`config.mk`:
```
export PLATFORM = sky130hd
export DESIGN_NAME = prof_seg_loader
export DESIGN_NICKNAME = d
export VERILOG_FILES = /design/src/rtl/psl_pkg.sv /design/src/rtl/psl_seg_pick.sv /design/src/rtl/psl_bit_asm.sv /design/src/rtl/psl_addr_seq.sv /design/src/rtl/psl_fsm.sv /design/src/rtl/prof_seg_loader.sv
export SDC_FILE = /design/constraint.sdc
export NUM_CORES = 1
export LEC_CHECK = 0
export BUFFER_PORTS_ARGS = -buffer_cell sky130_fd_sc_hd__buf_2
export CORE_MARGIN = 3
export CORE_UTILIZATION = 52
export CTS_BUF_LIST = sky130_fd_sc_hd__clkbuf_16
export CTS_CLUSTER_DIAMETER = 100
export DETAILED_ROUTE_END_ITERATION = 8
export GPL_ROUTABILITY_DRIVEN = 0
export GPL_TIMING_DRIVEN = 0
export PLACE_DENSITY = 0.8
export SLEW_MARGIN = 30
export SYNTH_ARGS = -nofsm -noshare
export SYNTH_HDL_FRONTEND = slang
export SYNTH_SLANG_ARGS = --single-unit
```
`constraint.sdc`:
```
create_clock -name clk -period 3.06 [get_ports clk]
set_input_delay 0.612 -clock clk [delete_from_list [all_inputs] [get_ports clk]]
set_output_delay 0.612 -clock clk [all_outputs]
set_load 0.02 [all_outputs]
```
`src/rtl/psl_pkg.sv`:
```
package psl_pkg;

  typedef enum logic [1:0] {
    LD_IDLE  = 2'd0,
    LD_BURST = 2'd1,
    LD_SKIP  = 2'd2
  } ld_state_e;

  localparam logic [7:0] RAM_WR_INSTR = 8'h89;

endpackage

```
`src/rtl/psl_seg_pick.sv`:
```
module psl_seg_pick #(
  parameter int NPROF = 4,
  parameter int AW    = 10,
  localparam int PSW  = $clog2(NPROF)
) (
  input  logic [PSW-1:0]      prof_sel,
  input  logic [NPROF*AW-1:0] seg_first,
  input  logic [NPROF*AW-1:0] seg_last,
  output logic [AW-1:0]       first_addr,
  output logic [AW-1:0]       last_addr
);

  logic [AW-1:0] first_arr [NPROF];
  logic [AW-1:0] last_arr  [NPROF];

  for (genvar g = 0; g < NPROF; g++) begin : g_unpack
    assign first_arr[g] = seg_first[g*AW +: AW];
    assign last_arr[g]  = seg_last[g*AW +: AW];
  end

  assign first_addr = first_arr[prof_sel];
  assign last_addr  = last_arr[prof_sel];

endmodule

```
`src/rtl/psl_bit_asm.sv`:
```
module psl_bit_asm #(
  parameter int WW   = 32,
  localparam int CW  = $clog2(WW)
) (
  input  logic          clk,
  input  logic          rst,
  input  logic          take,
  input  logic          clear,
  input  logic          bit_in,
  output logic [CW-1:0] cnt,
  output logic [WW-1:0] next_word
);

  logic [WW-2:0] sr;

  assign next_word = {sr, bit_in};

  always_ff @(posedge clk) begin
    if (rst) begin
      sr  <= '0;
      cnt <= '0;
    end else begin
      if (take) begin
        sr <= next_word[WW-2:0];
      end
      if (clear) begin
        cnt <= '0;
      end else if (take) begin
        cnt <= (cnt == CW'(WW-1)) ? '0 : cnt + 1'b1;
      end
    end
  end

endmodule

```
`src/rtl/psl_addr_seq.sv`:
```
module psl_addr_seq #(
  parameter int AW = 10
) (
  input  logic          clk,
  input  logic          rst,
  input  logic          load,
  input  logic [AW-1:0] load_first,
  input  logic [AW-1:0] load_last,
  input  logic          step,
  output logic [AW-1:0] addr,
  output logic          at_end
);

  logic [AW-1:0] last_q;

  always_ff @(posedge clk) begin
    if (rst) begin
      addr   <= '0;
      last_q <= '0;
    end else if (load) begin
      addr   <= load_first;
      last_q <= load_last;
    end else if (step) begin
      addr   <= addr + 1'b1;
    end
  end

  assign at_end = (addr == last_q);

endmodule

```
`src/rtl/psl_fsm.sv`:
```
module psl_fsm
  import psl_pkg::*;
#(
  parameter int WW      = 32,
  parameter int INSTR_W = 8,
  localparam int CW     = $clog2(WW)
) (
  input  logic          clk,
  input  logic          rst,
  input  logic          frame,
  input  logic          take,
  input  logic [CW-1:0] cnt,
  input  logic          instr_hit,
  input  logic          at_end,
  input  logic          io_update,
  output logic          asm_take,
  output logic          clr_cnt,
  output logic          load_addr,
  output logic          step_addr,
  output logic          wr_fire,
  output logic          suspend
);

  ld_state_e state, state_nx;
  logic instr_done, word_done;

  assign instr_done = (state == LD_IDLE)  && take && (cnt == CW'(INSTR_W-1));
  assign word_done  = (state == LD_BURST) && take && (cnt == CW'(WW-1));
  assign asm_take   = take && (state != LD_SKIP);
  assign clr_cnt    = !frame || instr_done;
  assign load_addr  = instr_done && instr_hit;
  assign step_addr  = word_done && !at_end;
  assign wr_fire    = word_done;

  always_comb begin
    state_nx = state;
    if (!frame) begin
      state_nx = LD_IDLE;
    end else begin
      unique case (state)
        LD_IDLE:  if (instr_done) state_nx = instr_hit ? LD_BURST : LD_SKIP;
        LD_BURST: if (word_done && at_end) state_nx = LD_SKIP;
        LD_SKIP:  state_nx = LD_SKIP;
        default:  state_nx = LD_IDLE;
      endcase
    end
  end

  always_ff @(posedge clk) begin
    if (rst) begin
      state   <= LD_IDLE;
      suspend <= 1'b0;
    end else begin
      state <= state_nx;
      if (load_addr) begin
        suspend <= 1'b1;
      end else if (io_update && (state != LD_BURST)) begin
        suspend <= 1'b0;
      end
    end
  end

endmodule

```
`src/rtl/prof_seg_loader.sv`:
```
module prof_seg_loader
  import psl_pkg::*;
#(
  parameter int NPROF   = 4,
  parameter int AW      = 10,
  parameter int WW      = 32,
  parameter int INSTR_W = 8,
  localparam int PSW    = $clog2(NPROF),
  localparam int CW     = $clog2(WW)
) (
  input  logic                clk,
  input  logic                rst,
  input  logic                frame,
  input  logic                bit_vld,
  input  logic                bit_in,
  input  logic [PSW-1:0]      prof_sel,
  input  logic [NPROF*AW-1:0] seg_first,
  input  logic [NPROF*AW-1:0] seg_last,
  input  logic                io_update,
  output logic                ram_we,
  output logic [AW-1:0]       ram_waddr,
  output logic [WW-1:0]       ram_wdata,
  output logic                rd_suspend
);

  logic          take;
  logic          asm_take, clr_cnt, load_addr, step_addr, wr_fire, at_end;
  logic [CW-1:0] cnt;
  logic [WW-1:0] next_word;
  logic [AW-1:0] first_addr, last_addr, addr;
  logic          instr_hit;

  assign take      = frame && bit_vld;
  assign instr_hit = (next_word[INSTR_W-1:0] == RAM_WR_INSTR);

  psl_seg_pick #(.NPROF(NPROF), .AW(AW)) u_pick (
    .prof_sel  (prof_sel),
    .seg_first (seg_first),
    .seg_last  (seg_last),
    .first_addr(first_addr),
    .last_addr (last_addr)
  );

  psl_bit_asm #(.WW(WW)) u_asm (
    .clk      (clk),
    .rst      (rst),
    .take     (asm_take),
    .clear    (clr_cnt),
    .bit_in   (bit_in),
    .cnt      (cnt),
    .next_word(next_word)
  );

  psl_addr_seq #(.AW(AW)) u_addr (
    .clk       (clk),
    .rst       (rst),
    .load      (load_addr),
    .load_first(first_addr),
    .load_last (last_addr),
    .step      (step_addr),
    .addr      (addr),
    .at_end    (at_end)
  );

  psl_fsm #(.WW(WW), .INSTR_W(INSTR_W)) u_fsm (
    .clk      (clk),
    .rst      (rst),
    .frame    (frame),
    .take     (take),
    .cnt      (cnt),
    .instr_hit(instr_hit),
    .at_end   (at_end),
    .io_update(io_update),
    .asm_take (asm_take),
    .clr_cnt  (clr_cnt),
    .load_addr(load_addr),
    .step_addr(step_addr),
    .wr_fire  (wr_fire),
    .suspend  (rd_suspend)
  );

  always_ff @(posedge clk) begin
    if (rst) begin
      ram_we    <= 1'b0;
      ram_waddr <= '0;
      ram_wdata <= '0;
    end else begin
      ram_we <= wr_fire;
      if (wr_fire) begin
        ram_waddr <= addr;
        ram_wdata <= next_word;
      end
    end
  end

endmodule

```
==> impl_summary.log <==
[metrics] count of flip-flops with a built-in enable after synthesis: 0
[metrics] Post-Syn Area per Cell: 8.395 sq um
[metrics] total of max-cap violations: 0
[metrics] Synth Area in Simple Gates: 23.20%
[metrics] leakage component of the power: 2.136 nW
[metrics] maximum number of pins on one net before global-route repair: 17
[metrics] maximum VDD drop: 0.2676 mV
[metrics] clock insertion delay at the later pin of the skew report: 0.35 ns
[metrics] setup-violating endpoint count in the final report: 0
[metrics] fill count: 751
[metrics] CTS tree: done
[metrics] clock tree root buffer cell: sky130_fd_sc_hd__clkbuf_16
[metrics] Seq/Total Area, Yosys: 44.96%
[metrics] longest individual stage delay on the worst path: 0.70 ns
[metrics] actual transition at the worst max-transition pin: 0.6697 ns
[metrics] netlist area before placement: 4542 sq um
[metrics] post-layout instance area: 5588 sq um
[metrics] antenna diode instance count: 0
[metrics] wire length of the first global-routing pass: 18.53 mm
[metrics] PwrDens: 454.2 nW/um^2
[metrics] count of input and output buffers: 129
[metrics] flip-flop cell with the highest count after synthesis: sky130_fd_sc_hd__dfxtp_1
[metrics] Worst-path clk slew: 0.06 ns
[metrics] area fraction in compound gates after synthesis: 14.08%
[metrics] detailed placer's ending HPWL: 8.600 mm
[metrics] number of clock sinks seen by CTS: 102
[metrics] crit-path max FO: 8
[metrics] dpl ws: 0.4119 ns
[metrics] wire length reported by the detailed router: 11.41 mm
[metrics] post-synthesis share of cell area spent on xor and xnor gates: 1.928%
[metrics] fin. max-slew vios: 0
[metrics] most area-hungry cell type in the Yosys netlist: sky130_fd_sc_hd__dfxtp_1
[metrics] post-route setup slack: 0.3358 ns
[metrics] total clock buffers created by CTS: 9
[metrics] cell with the most instances on the worst path: sky130_fd_sc_hd__ha_1
[metrics] share of synthesized area spent on multiplexers: 10.14%
[metrics] largest cells by area after synthesis: sky130_fd_sc_hd__dfxtp_1 (45%), sky130_fd_sc_hd__nand2_1 (15%), sky130_fd_sc_hd__a21oi_1 (9.9%), sky130_fd_sc_hd__mux4_2 (9.9%), sky130_fd_sc_hd__clkbuf_1 (2.2%)
[metrics] placed instance area: 5319 sq um
[metrics] Antenna Nets Post-Route: 0
[metrics] relative slew slack: 54.77%
[metrics] cell at the slowest stage of the critical path: sky130_fd_sc_hd__o41ai_1
[metrics] Vert. Die Dim: 99.46 microns
[metrics] Syn-to-layout area delta: 23.03%
[metrics] largest family of logic cells by synthesized area: simple AND/OR/NAND/NOR gates
[metrics] Via density: 5.440
[metrics] Setup Buffers After CTS: 0
[metrics] Internal Dissipation: 0.001963 W
[metrics] flip-flop and latch count after synthesis: 102
[metrics] share of total power in sequential cells: 52.4%
[metrics] global-route total usage across every layer: 23.20%
[metrics] CP arrival: 2.98 ns
[metrics] clock period minus final worst setup slack: 2.724 ns
[metrics] net switching power: 0.0005746 W
[metrics] standard-cell rows: 33
[metrics] fmax: 367.1 MHz
[metrics] number of buffers between clock root and the deepest sink: 2
[metrics] launching point of the worst reg2reg path: u_asm.cnt[0]$_SDFFE_PP0P_
[metrics] Routed wire per std cell: 14.43 microns
[metrics] final-report hold violation count: 0
[metrics] First-pass DRT Iterations: 4
[metrics] vias in the first global route: 4195
[metrics] outcome: complete, no violations
[metrics] GRT overflow: 0
[metrics] number of antenna violations at the first check in global routing: 0
[metrics] async set-reset flop share out of synthesis: 0%
[metrics] IO Pins: 132
[metrics] Via Count: 4303
[metrics] cell count after synthesis: 541
[metrics] largest clock skew in the final design: 0.01012 ns
[metrics] combinational cell fraction of total power: 6.7%
[metrics] Worst setup startpoint: u_asm.cnt[0]$_SDFFE_PP0P_
[metrics] Final TNS setup: 0 ns
[metrics] Yosys cell types: 40
[metrics] portion of total power attributed to the clock network: 40.9%
[metrics] startpoint of the tightest hold check path: ram_wdata[16]$_SDFFE_PP0P_
[metrics] synthesized net count: 636
[metrics] area share of the largest cell type after synthesis: 44.96%
[metrics] number of warnings reported in the yosys synthesis log: 0
[metrics] hold crit path type: reg -> reg
[metrics] kind of launch point of the worst setup path: register
[metrics] Crit path required time: 3.31 ns
[metrics] Final period util: 89.03%
[metrics] layout cells sized above 1: 25.80%
[metrics] hold_buf cts: 0
[metrics] Worst Setup End Kind: register
[metrics] starting density of the core: 54.46%
[metrics] Critical Path, Cell by Cell: ha_1 -> and3_1 -> ha_1 -> buf_2 -> nand4_1 -> o41ai_1 -> nand2_1 -> o31ai_1
[metrics] maximum level of the CTS H-tree: 3
[metrics] adder and majority gate portion of the synthesized area: 1.928%
[metrics] placeable core area: 8341 sq um
[metrics] unrepaired setup endpoints after global routing: false
[metrics] number of nets in the finished design: 776
[metrics] worst setup path category: reg -> reg
[metrics] Die Width: 99.46 microns
[metrics] DIE AREA: 9891 sq um
[metrics] DRC violation total after the first TritonRoute iteration: 191
[metrics] switching share of total power: 22.64%
[metrics] total of cells resized after clock tree synthesis: 0
[metrics] R2R Setup Slk: 0.34 ns
[metrics] DRC: 0
==> worst max-delay path: cells and delay by family (launching register included) <==
family / cells / cell delay, ns
simple gates: 3 / 0.76
flops: 1 / 0.39
compound gates: 2 / 0.97
fa+ha+maj: 2 / 0.35
buf+inv: 1 / 0.17
==> power by group through the flow <==
| stage | logic, W | clock network [W] | registers (W) |
|---|---|---|---|
| floorplan | 0.0000946 | 0 | 0.00136 |
| global placement | 0.000167 | 0 | 0.00136 |
| detailed placement | 0.000170 | 0 | 0.00136 |
| CTS | 0.000171 | 0.00105 | 0.00133 |
| global route | 0.000187 | 0.00110 | 0.00133 |
| finish | 0.000170 | 0.00104 | 0.00133 |
==> cells by family after synthesis <==
logic type | Yosys count
XOR/XNOR | 10
AND/OR/NAND/NOR | 243
flip-flops | 102
buffers and inverters | 43
AO/OA/AOI/OAI | 115
adder cells (fa/ha/maj) | 7
multiplexers | 21
==> sequential cells by signal (all words and copies together), names as in the netlist <==
register,cells
ram_wdata,32
u_asm.sr,31
ram_waddr,10
u_addr.addr,10
u_addr.last_q,10
u_asm.cnt,5
u_fsm.state,2
ram_we,1
u_fsm.suspend,1
==> placed cells by master, fill, tap and decap left out, types with 4 or more instances in the layout <==
| master | netlist | routed |
|---|---|---|
| sky130_fd_sc_hd__a311oi_1 | 8 | 8 |
| sky130_fd_sc_hd__dfxtp_1 | 102 | 102 |
| sky130_fd_sc_hd__o21ai_0 | 5 | 5 |
| sky130_fd_sc_hd__ha_1 | 7 | 7 |
| sky130_fd_sc_hd__clkbuf_16 | 0 | 9 |
| sky130_fd_sc_hd__mux4_2 | 20 | 20 |
| sky130_fd_sc_hd__xnor2_1 | 10 | 10 |
| sky130_fd_sc_hd__a21oi_1 | 90 | 90 |
| sky130_fd_sc_hd__buf_1 | 4 | 4 |
| sky130_fd_sc_hd__inv_1 | 4 | 6 |
| sky130_fd_sc_hd__buf_2 | 7 | 136 |
| sky130_fd_sc_hd__nand2_1 | 186 | 186 |
| sky130_fd_sc_hd__or3_1 | 6 | 6 |
| sky130_fd_sc_hd__o31ai_1 | 6 | 6 |
| sky130_fd_sc_hd__or4_1 | 6 | 6 |
| sky130_fd_sc_hd__clkbuf_1 | 27 | 27 |
| sky130_fd_sc_hd__nand4_1 | 6 | 6 |
| sky130_fd_sc_hd__nor2_1 | 16 | 16 |
==> final timing paths <==
path	end	depth (start not counted)
worst max-delay path	u_fsm.state[0]$_SDFFE_PP0P_	8
worst min-delay path	ram_wdata[16]$_SDFFE_PP0P_	2
worst max register to register	u_fsm.state[0]$_SDFFE_PP0P_	8
worst min register to register	ram_wdata[16]$_SDFFE_PP0P_	2
==> Yosys cell counts, types with 3 or more instances <==
cell                       number
sky130_fd_sc_hd__nand2_1      186
sky130_fd_sc_hd__dfxtp_1      102
sky130_fd_sc_hd__a21oi_1       90
sky130_fd_sc_hd__clkbuf_1      27
sky130_fd_sc_hd__mux4_2        20
sky130_fd_sc_hd__nor2_1        16
sky130_fd_sc_hd__xnor2_1       10
sky130_fd_sc_hd__a311oi_1       8
sky130_fd_sc_hd__buf_2          7
sky130_fd_sc_hd__ha_1           7
sky130_fd_sc_hd__nand4_1        6
sky130_fd_sc_hd__o31ai_1        6
sky130_fd_sc_hd__or3_1          6
sky130_fd_sc_hd__or4_1          6
sky130_fd_sc_hd__o21ai_0        5
sky130_fd_sc_hd__buf_1          4
sky130_fd_sc_hd__inv_1          4
sky130_fd_sc_hd__nand3_1        3
sky130_fd_sc_hd__nand3b_1       3
==> through the flow <==
step | total power [W] | hold slack, ns | instances | util [%]
after floorplan | 0.001454 | 0.4321 | 541 | -
after global placement | 0.001527 | 0.4407 | 775 | 63.77
after detailed placement | 0.001530 | 0.4453 | 775 | 63.77
after CTS | 0.002550 | 0.4540 | 791 | 67.00
after global routing | 0.002616 | 0.4710 | 791 | 67.00
final | 0.002538 | 0.4507 | 791 | 67.00
==> metal layers <==
layer  vias to the layer above  routed length (microns)  track usage [%]
li1                       2149                        -                -
met1                      1954                     4666            27.54
met2                       179                     5611            40.65
met4                         0                      270            10.29
met3                        21                      866            4.488
met5                         -                        0                0
==> area by class of cell <==
type                       instances  area [sq um]  area share [%]
clock buffer                       9         225.2           4.030
clock inverter                     7         43.79          0.7837
inverter                           4         15.01          0.2687
multi-input combinational        396          2328           41.67
buffer                            39         156.4           2.799
timing repair buffer             129         645.6           11.55
tap                              105         131.4           2.351
sequential                       102          2042           36.54
Power figures use the tool's default switching activity.
